==> config.mk <==
export PLATFORM = sky130hd
export DESIGN_NAME = dram_lp_seq
export DESIGN_NICKNAME = d
export VERILOG_FILES = /design/src/rtl/dlp_pkg.sv /design/src/rtl/dlp_idle_timer.sv /design/src/rtl/dlp_mode_fsm.sv /design/src/rtl/dlp_pin_drive.sv /design/src/rtl/dram_lp_seq.sv
export SDC_FILE = /design/constraint.sdc
export NUM_CORES = 1
export LEC_CHECK = 0
export BUFFER_PORTS_ARGS = -buffer_cell sky130_fd_sc_hd__buf_2
export CORE_MARGIN = 4
export CORE_UTILIZATION = 45
export CTS_BUF_LIST = sky130_fd_sc_hd__clkbuf_4 sky130_fd_sc_hd__clkbuf_8
export CTS_CLUSTER_DIAMETER = 60
export CTS_CLUSTER_SIZE = 8
export DETAILED_ROUTE_END_ITERATION = 6
export PLACE_DENSITY = 0.72
export RECOVER_POWER = 50
export SETUP_SLACK_MARGIN = 0.5
export SYNTH_ARGS = -nofsm -noshare
export SYNTH_HDL_FRONTEND = slang
export SYNTH_SLANG_ARGS = --single-unit
==> constraint.sdc <==
create_clock -name clk -period 1.4 [get_ports clk]
set_clock_uncertainty 0.05 [all_clocks]
set_input_delay 0.21 -clock clk [delete_from_list [all_inputs] [get_ports clk]]
set_output_delay 0.21 -clock clk [all_outputs]
set_load 0.005 [all_outputs]
==> src/rtl/dlp_pkg.sv <==
// Shared types for the DRAM low-power sequencer.
// Assumes: command codes are decoded by a downstream command encoder.
package dlp_pkg;

    typedef enum logic [2:0] {
        CMD_NOP       = 3'd0,
        CMD_SR_ENTER  = 3'd1,
        CMD_SR_EXIT   = 3'd2,
        CMD_PD_ENTER  = 3'd3,
        CMD_PD_EXIT   = 3'd4,
        CMD_DPD_ENTER = 3'd5
    } lp_cmd_e;

    typedef enum logic [2:0] {
        ST_AWAKE = 3'd0,
        ST_SELF  = 3'd1,
        ST_PDOWN = 3'd2,
        ST_DEEP  = 3'd3,
        ST_WAKE  = 3'd4
    } lp_state_e;

    localparam logic [1:0] MODE_OFF  = 2'd0;
    localparam logic [1:0] MODE_SELF = 2'd1;
    localparam logic [1:0] MODE_PD   = 2'd2;
    localparam logic [1:0] MODE_DEEP = 2'd3;

endpackage

==> src/rtl/dlp_idle_timer.sv <==
// Idle-cycle counter. It counts consecutive idle cycles while enabled and
// reports expiry when the count reaches the selected delay.
// Assumes: the cfg_* inputs are quasi-static; any change restarts the count.
module dlp_idle_timer #(
    parameter int SHORT_DLY = 64,
    parameter int LONG_DLY  = 128
) (
    input  logic       clk,
    input  logic       rst_n,
    input  logic       en_i,
    input  logic       idle_i,
    input  logic [1:0] cfg_mode_i,
    input  logic [1:0] cfg_tmo_i,
    output logic       expire_o
);
    localparam int CNT_W = $clog2(LONG_DLY + 1);

    logic [CNT_W-1:0] cnt_q;
    logic [CNT_W-1:0] limit;
    logic [1:0]       mode_q;
    logic [1:0]       tmo_q;
    logic             clr;

    // Select the delay limit; the reserved code behaves like zero.
    always_comb begin
        case (cfg_tmo_i)
            2'd1:    limit = CNT_W'(SHORT_DLY);
            2'd2:    limit = CNT_W'(LONG_DLY);
            default: limit = '0;
        endcase
    end

    assign clr      = !en_i || !idle_i || (cfg_mode_i != mode_q) || (cfg_tmo_i != tmo_q);
    assign expire_o = !clr && (cnt_q == limit);

    // Track configuration and count idle cycles, saturating at the limit.
    always_ff @(posedge clk) begin
        if (!rst_n) begin
            cnt_q  <= '0;
            mode_q <= cfg_mode_i;
            tmo_q  <= cfg_tmo_i;
        end else begin
            mode_q <= cfg_mode_i;
            tmo_q  <= cfg_tmo_i;
            if (clr)
                cnt_q <= '0;
            else if (cnt_q != limit)
                cnt_q <= cnt_q + 1'b1;
        end
    end
endmodule

==> src/rtl/dlp_mode_fsm.sv <==
// Low-power state machine. It enters the selected state on expiry, wakes
// on a request, waits EXIT_DLY cycles before going awake, and leaves deep
// power-down only on re-init. A one-cycle command strobe marks each move.
// Assumes: EXIT_DLY >= 1; req_i is held until granted.
module dlp_mode_fsm
    import dlp_pkg::*;
#(
    parameter int EXIT_DLY = 2
) (
    input  logic       clk,
    input  logic       rst_n,
    input  logic       expire_i,
    input  logic [1:0] mode_i,
    input  logic       req_i,
    input  logic       reinit_i,
    output lp_state_e  state_o,
    output logic       cmd_valid_o,
    output lp_cmd_e    cmd_o
);
    localparam int WK_W = $clog2(EXIT_DLY + 1);

    lp_state_e       state_q;
    logic [WK_W-1:0] wcnt_q;

    assign state_o = state_q;

    // Advance the state, strobe commands and time the exit delay.
    always_ff @(posedge clk) begin
        if (!rst_n) begin
            state_q     <= ST_AWAKE;
            wcnt_q      <= '0;
            cmd_valid_o <= 1'b0;
            cmd_o       <= CMD_NOP;
        end else begin
            cmd_valid_o <= 1'b0;
            cmd_o       <= CMD_NOP;
            case (state_q)
                ST_AWAKE: begin
                    if (expire_i) begin
                        case (mode_i)
                            MODE_SELF: begin
                                state_q     <= ST_SELF;
                                cmd_valid_o <= 1'b1;
                                cmd_o       <= CMD_SR_ENTER;
                            end
                            MODE_PD: begin
                                state_q     <= ST_PDOWN;
                                cmd_valid_o <= 1'b1;
                                cmd_o       <= CMD_PD_ENTER;
                            end
                            MODE_DEEP: begin
                                state_q     <= ST_DEEP;
                                cmd_valid_o <= 1'b1;
                                cmd_o       <= CMD_DPD_ENTER;
                            end
                            default: state_q <= ST_AWAKE;
                        endcase
                    end
                end
                ST_SELF: begin
                    if (req_i) begin
                        state_q     <= ST_WAKE;
                        wcnt_q      <= '0;
                        cmd_valid_o <= 1'b1;
                        cmd_o       <= CMD_SR_EXIT;
                    end
                end
                ST_PDOWN: begin
                    if (req_i) begin
                        state_q     <= ST_WAKE;
                        wcnt_q      <= '0;
                        cmd_valid_o <= 1'b1;
                        cmd_o       <= CMD_PD_EXIT;
                    end
                end
                ST_DEEP: begin
                    if (reinit_i)
                        state_q <= ST_AWAKE;
                end
                ST_WAKE: begin
                    if (wcnt_q == WK_W'(EXIT_DLY - 1))
                        state_q <= ST_AWAKE;
                    else
                        wcnt_q <= wcnt_q + 1'b1;
                end
                default: state_q <= ST_AWAKE;
            endcase
        end
    end
endmodule

==> src/rtl/dlp_pin_drive.sv <==
// Output stage. It turns the sequencer state into the CKE level, the
// clock-gate enable, the self-refresh status and the access grant.
// Assumes: pwr_off_i may arrive at any time and overrides CKE alone.
module dlp_pin_drive
    import dlp_pkg::*;
(
    input  lp_state_e state_i,
    input  logic      clk_freeze_i,
    input  logic      pwr_off_i,
    input  logic      req_i,
    output logic      cke_o,
    output logic      clk_en_o,
    output logic      sr_done_o,
    output logic      grant_o
);
    logic sleeping;

    // Derive the pin levels from the state.
    always_comb begin
        sleeping  = (state_i == ST_SELF) || (state_i == ST_PDOWN) || (state_i == ST_DEEP);
        cke_o     = !sleeping && !pwr_off_i;
        sr_done_o = (state_i == ST_SELF);
        grant_o   = (state_i == ST_AWAKE) && req_i;
        case (state_i)
            ST_SELF, ST_DEEP: clk_en_o = 1'b0;
            ST_PDOWN:         clk_en_o = !clk_freeze_i;
            default:          clk_en_o = 1'b1;
        endcase
    end
endmodule

==> src/rtl/dram_lp_seq.sv <==
// Top of the DRAM low-power sequencer. It wires the idle timer, the mode
// state machine and the output stage together.
// Assumes: one clock domain; all inputs synchronous to clk.
module dram_lp_seq
    import dlp_pkg::*;
#(
    parameter int SHORT_DLY = 64,
    parameter int LONG_DLY  = 128,
    parameter int EXIT_DLY  = 2
) (
    input  logic       clk,
    input  logic       rst_n,
    input  logic [1:0] mode_i,
    input  logic [1:0] tmo_sel_i,
    input  logic       clk_freeze_i,
    input  logic       pwr_off_i,
    input  logic       reinit_i,
    input  logic       req_i,
    input  logic       busy_i,
    output logic       grant_o,
    output logic       cmd_valid_o,
    output logic [2:0] cmd_o,
    output logic       cke_o,
    output logic       clk_en_o,
    output logic       sr_done_o
);
    lp_state_e state;
    lp_cmd_e   cmd;
    logic      expire;
    logic      timer_en;

    assign timer_en = (state == ST_AWAKE) && (mode_i != MODE_OFF);
    assign cmd_o    = cmd;

    dlp_idle_timer #(
        .SHORT_DLY(SHORT_DLY),
        .LONG_DLY (LONG_DLY)
    ) u_timer (
        .clk       (clk),
        .rst_n     (rst_n),
        .en_i      (timer_en),
        .idle_i    (!req_i && !busy_i),
        .cfg_mode_i(mode_i),
        .cfg_tmo_i (tmo_sel_i),
        .expire_o  (expire)
    );

    dlp_mode_fsm #(
        .EXIT_DLY(EXIT_DLY)
    ) u_fsm (
        .clk        (clk),
        .rst_n      (rst_n),
        .expire_i   (expire),
        .mode_i     (mode_i),
        .req_i      (req_i),
        .reinit_i   (reinit_i),
        .state_o    (state),
        .cmd_valid_o(cmd_valid_o),
        .cmd_o      (cmd)
    );

    dlp_pin_drive u_pins (
        .state_i     (state),
        .clk_freeze_i(clk_freeze_i),
        .pwr_off_i   (pwr_off_i),
        .req_i       (req_i),
        .cke_o       (cke_o),
        .clk_en_o    (clk_en_o),
        .sr_done_o   (sr_done_o),
        .grant_o     (grant_o)
    );
endmodule

==> flow_summary.yaml, run 1 <==
global_route:
  grt_util_all_layers: 0.181
  antenna_found_initial: 0
  grt_overflow: 0
  grt_max_degree: 13
  grt_pass1_vias: 1041
  grt_pass1_wl_mm: 4.75
synth:
  seq_area_frac_synth: 0.382
  synth_edf_count: 0
  syn-cell-area_mm2: 0.00110
  synthFlopType: "dfxtp_1"
  ys_top_cells_by_area: "dfxtp_1 38%, xor2_1 7.2%, nand3_1 3.6%"
  async_flop_share: 0
  yosysUniqueCellTypes: 44
  yosysWarnings: 0
  synth_top_area_frac: 0.382
  synth_largest_area_cell: "dfxtp_1"
  syn_area_per_cell_um2: 9.56
  syn_nets: 129
  syn_inst: 115
  ys_ff_latch: 21
layout:
  multi_input_area_um2: 821
  antenna_cells: 0
  register_area_um2: 445
  nFillCells: 143
  num-nets-final: 170
  syn_to_final_growth_pct: 47.4
  final_layout_size_suffix_gt1_frac: 0.561
pwr:
  switching_share: 0.274
  power.total_uw: 1060
  p_int_uw: 772
  p_leak_uw: 0.000625
  p_sw_uw: 291
  seqPwrFrac: 0.567
  p_comb_frac: 0.139
  clockPowerShare: 0.294
  power_per_cell_area_mw_per_mm2: 655
  irDropWorstVdd_uv: 554
sta:
  worstMarginPinSlew_ps: 364
  fin_crit_sh: 1.11
  rsz0062_at_grt: "yes"
  hold_viol_final: 0
  slew-limit-headroom: 0.755
  final.setup.worst_slack_ps: -150
  finalSetupTns_ps: -278
  period_minus_slack_ps: 1550
  fmax_ghz: 0.645
  finalSetupViolCount: 4
  final_max_slew_viol_count: 0
floorplanning:
  io_pins: 19
  start_util: 0.483
  fp.coreArea_mm2: 0.00228
  die_y_um: 57.4
  dieArea_mm2: 0.00330
  fp.dieW_um: 57.4
  fp-row-count: 17
worst_setup_path:
  rr_startpoint: "u_timer.cnt_q[5]"
  crit_end: "sr_done_o"
  crit_fanout: 2
  critical_path_class: "reg -> out"
  worstPathArrival_ps: 1290
  cp-start-kind: "flip-flop"
  rrSetupSlack_ps: 20
  r2r_end: "u_fsm.cmd_o[2]"
  crit_required_ps: 1140
  slowest_stage: "dfxtp_2"
  cpPeakStageDelay_ps: 360
  r2r_cells: 4
  path_cells: "buf_6 > or2b_1 > nor2_2 > buf_2"
  crit_path_end_kind: "output port"
  cp-startpoint: "u_fsm.state_o[0]"
cts:
  cts_buffers: 3
  clkSinkCount: 21
  worstSkewPairLatency_ps: 320
  clk_path_buf_depth: 2
  cts_root_buf: "clkbuf_4"
  clkTransAtPathRegs_ps: 130
  cts_tree: "done"
  cts_max_level: 1
job:
  drv_cap: 0
detailed_routing:
  vias: 1042
  drc_errors: 0
  antenna_left: 0
  wire_per_inst_um: 15.7
  wl_mm: 2.87
  drtIter0Drc: 29
  drt-pass1-iter-count: 4
  viasPerCell: 5.69
status:
  status: "complete, but fails checks"
  violations: "setup timing"
placement:
  dp_hpwl_mm: 1.57
  place_congestion: 0.751
  portBuffers: 18
hold_path:
  hold_path_class: "in -> reg"
## logic make-up after synthesis
kind of cell | Yosys count | share of synthesized area
and+or+nand+nor | 55 | 0.337
adders and majority gates | 3 | 0.0341
AOI/OAI and AO/OA | 17 | 0.117
buffers and inverters | 7 | 0.0330
xor gates and xnor gates | 11 | 0.0876
DFF | 21 | 0.382
muxes | 1 | 0.00910
## worst max-delay path, delay by kind of cell, from the launching register on
kind | cells | cell delay (ps)
flops | 1 | 360
simple gates | 2 | 360
buf+inv | 2 | 240
## cells in the mapped netlist, drive strengths merged (3+ instances only)
cell / count
dfxtp: 21
nor2: 11
xor2: 9
nand2: 8
nand3: 8
nor3: 8
and2: 4
inv: 4
ha: 3
nand4: 3
o21ai: 3
## flip-flops by register name, summed over array words and instances, names as in the netlist
signal / count
u_timer.cnt_q: 8
u_fsm.cmd_o: 3
u_fsm.state_o: 3
u_fsm.wcnt_q: 2
u_timer.mode_q: 2
u_timer.tmo_q: 2
u_fsm.cmd_valid_o: 1
## what timing repair did
item | CTS | global route
hold endpoints to repair | 2 | 1
gates resized for setup | 30 | 22
buffers inserted | 12 | 2
pin swaps | 24 | 17
endpoints found under the setup margin | 25 | 25
hold buffers | 2 | 1
cloned | 1 | 0
## layer usage
| metal | global-route usage | share of wire | vias to the layer above |
|---|---|---|---|
| met3 | 0.0385 | 0.064 | 7 |
| li1 | - | - | 489 |
| met5 | 0 | 0 | - |
| met4 | 0.0795 | 0.021 | 0 |
| met1 | 0.230 | 0.43 | 500 |
| met2 | 0.294 | 0.49 | 46 |
## metrics by stage
step	setup slack [ps]	util	hold WS, ps	area (um2)	std cells
final	-150	0.712	54.3	1620	183
after CTS	-90.3	0.664	1.90	1510	180
after floorplan	174	-	188	1120	115
after global placement	63.4	0.551	310	1250	161
after detailed placement	25.5	0.551	315	1250	161
after global routing	-197	0.712	56.1	1620	183
## power groups by stage
stage | registers, uW | clock network [uW] | logic (uW)
finish | 603 | 312 | 148
floorplan | 621 | 0 | 63.1
CTS | 606 | 305 | 133
detailed placement | 621 | 0 | 98.6
global route | 603 | 347 | 160
global placement | 621 | 0 | 96.1
## area by class of cell
cell class	count	area share
inverter	4	0.00926
multi-input combinational	88	0.506
timing repair buffer	38	0.171
clock inverter	1	0.00309
tap	28	0.0216
clock buffer	3	0.0139
sequential	21	0.275
## worst min-delay path by stage
stage                       from                 to  slack [ps]  depth (start not counted)
detailed placement     mode_i[0]  u_timer.mode_q[0]         320                          1
global placement       mode_i[0]  u_timer.mode_q[0]         310                          1
global route        tmo_sel_i[0]   u_timer.tmo_q[0]          60                          1
CTS                 tmo_sel_i[1]   u_timer.tmo_q[1]           2                          1
finish              tmo_sel_i[0]   u_timer.tmo_q[0]          50                          1
floorplan              mode_i[0]  u_timer.mode_q[0]         190                          0
## placed cells by master, fill, tap and decap left out, drive strengths merged, types with 2 or more instances in the layout
cell type    synthesis  final
nand2                8      8
nor2b                2      2
a21o                 2      2
and3                 2      2
nor3                 8      8
xnor2                2      2
inv                  4      4
nand3                8      8
dfxtp               21     21
a21boi               2      2
ha                   3      3
o21ai                3      3
and2                 4      4
clkbuf               1      9
a211oi               2      2
dlygate4sd3          0      3
xor2                 9      9
o31ai                2      2
nor4b                2      2
buf                  2     29
nand4                3      4
nor2                11     11
a21oi                2      2
and4bb               2      2
No activity file was read; power rests on OpenSTA's default activity.
==> run 2: changes to the inputs <==
- CORE_UTILIZATION: 45 -> 57
- PLACE_DENSITY: 0.72 -> 0.87
==> run 2 against run 1 <==
Against the previous run:
- the run still ends with setup timing left
- largest power group unchanged
- critical path type unchanged
- power increased by 1.2%
- count of clock-buffer cells in the layout increased by 1
- register-to-register slack lost 140 ps
- first-iteration DRC count rose by 69%
==> flow_summary.yaml, run 2 (synthesis gave the netlist of run 1 again) <==
sta:
  final.setup.worst_slack_ps: -157
  finalSetupTns_ps: -969
  slew-limit-headroom: 0.703
  hold_viol_final: 0
  finalSetupViolCount: 15
  fmax_ghz: 0.642
  worstMarginPinSlew_ps: 439
  period_minus_slack_ps: 1560
  rsz0062_at_grt: "yes"
  final_max_slew_viol_count: 0
  fin_crit_sh: 1.11
global_route:
  grt_pass1_wl_mm: 5.33
  antenna_found_initial: 0
  use_met3: 0.0458
  grt_pass1_vias: 1058
  met1_usage: 0.331
  grt_util_all_layers: 0.273
  grt.busiest_layer: "met2"
  grt_max_degree: 13
  use_met2: 0.490
  grt_overflow: 0
cts:
  worstSkewPairLatency_ps: 310
  cts_buffers: 3
  clkTransAtPathRegs_ps: 130
  cts_max_level: 1
  cts_tree: "done"
  cts_root_buf: "clkbuf_4"
  clk_path_buf_depth: 2
  clkSinkCount: 21
placement:
  dp.cells: 157
  dpl-instance-area_mm2: 0.00123
  dp_hpwl_mm: 1.58
  portBuffers: 18
  place_congestion: 0.768
worst_setup_path:
  worstPathArrival_ps: 1300
  crit_required_ps: 1140
  crit_fanout: 4
  crit_family: "simple AND/OR/NAND/NOR gates"
  rrSetupSlack_ps: -120
  cp-start-kind: "flip-flop"
  path_cells: "or2b_1 > nor2_2 > buf_2"
  crit_path_end_kind: "output port"
  path_buf_inv: 1
  critical_path_class: "reg -> out"
  slowest_stage: "dfxtp_4"
  cpPeakStageDelay_ps: 400
layout:
  final_layout_size_suffix_gt1_frac: 0.582
  num-nets-final: 168
  final_cells: 178
  syn_to_final_growth_pct: 45.3
  nFillCells: 83
  largest_register: "u_timer.cnt_q"
  layout_commonest_cell: "buf_4"
  final_area_mm2: 0.00160
  postLayoutCoreUtil: 0.896
  mostFrequentLayoutCells: "14 x buf_4, 13 x buf_2, 10 x dfxtp_1, 7 x nand2_1, 7 x dfxtp_2"
  antenna_cells: 0
  largest_register_ffs: 8
floorplanning:
  dieArea_mm2: 0.00270
  fp.coreArea_mm2: 0.00178
  fp.dieW_um: 51.9
  fp-row-count: 15
  io_pins: 19
  die_y_um: 51.9
  start_util: 0.617
pwr:
  power.total_uw: 1080
  p_leak_uw: 0.000619
  irDropWorstVdd_uv: 656
  power_per_cell_area_mw_per_mm2: 673
detailed_routing:
  drt-pass1-iter-count: 4
  antenna_left: 0
  drc_errors: 0
  vias: 1121
  drtIter0Drc: 49
  wire_per_inst_um: 21.6
  viasPerCell: 6.30
  wl_mm: 3.84
status:
  status: "complete, but fails checks"
  violations: "setup timing"
hold_path:
  hold_path_class: "in -> reg"
job:
  drv_cap: 0
run 2: path summary, 6_finish.rpt:
path                       endpoint             start  depth (start not counted)
setup / recovery          sr_done_o  u_fsm.state_o[0]                          3
hold / removal    u_timer.mode_q[1]         mode_i[1]                          1
setup reg to reg    u_fsm.wcnt_q[1]  u_fsm.state_o[1]                          5
hold reg to reg     u_fsm.wcnt_q[1]   u_fsm.wcnt_q[1]                          2
run 2: worst reg2reg max path, cell delays in order, from the launching register on:
cell and delay (ps):
dfxtp_4 390, buf_6 130, buf_4 140, nor4b_4 340
nand4b_1 210, a21boi_2 180
run 2: area by class of cell:
class	count	area (um2)	area share
Timing Repair Buffer	36	240	0.150
Clock buffer	4	30.0	0.0188
Multi-Input combinational cell	88	837	0.524
Sequential cell	21	444	0.278
Inverter	4	15.0	0.00940
Tap cell	25	31.3	0.0196
run 2: where the power goes:
group | internal, uW | total [uW] | switching, uW
combinational | 59.1 | 150 | 91.1
clock | 130 | 323 | 192
sequential | 597 | 603 | 5.45
total | 787 | 1080 | 289
run 2: metal layers:
| metal | vias to the layer above | wire (um) | part of all wire |
|---|---|---|---|
| met2 | 68 | 1900 | 0.49 |
| met1 | 542 | 1520 | 0.39 |
| met3 | 25 | 242 | 0.063 |
| met4 | 0 | 190 | 0.049 |
| li1 | 486 | - | - |
| met5 | - | 0 | 0 |
run 2: metrics by stage:
step,setup slack [ps],hold slack (ps)
4_1_cts,-45.6,7.75
6_report,-157,53.1
2_1_floorplan,174,188
3_3_place_gp,74.7,310
3_5_place_dp,39.9,313
5_1_grt,-172,58.0
run 2: what timing repair did:
action                                  in CTS  in global routing
resized for setup                           30                 21
endpoints found under the setup margin      25                 25
hold buffers                                 1                  0
endpoints found under the hold margin        1                  0
gates cloned                                 1                  0
setup buffers                               11                  4
pin swaps                                   19                  8
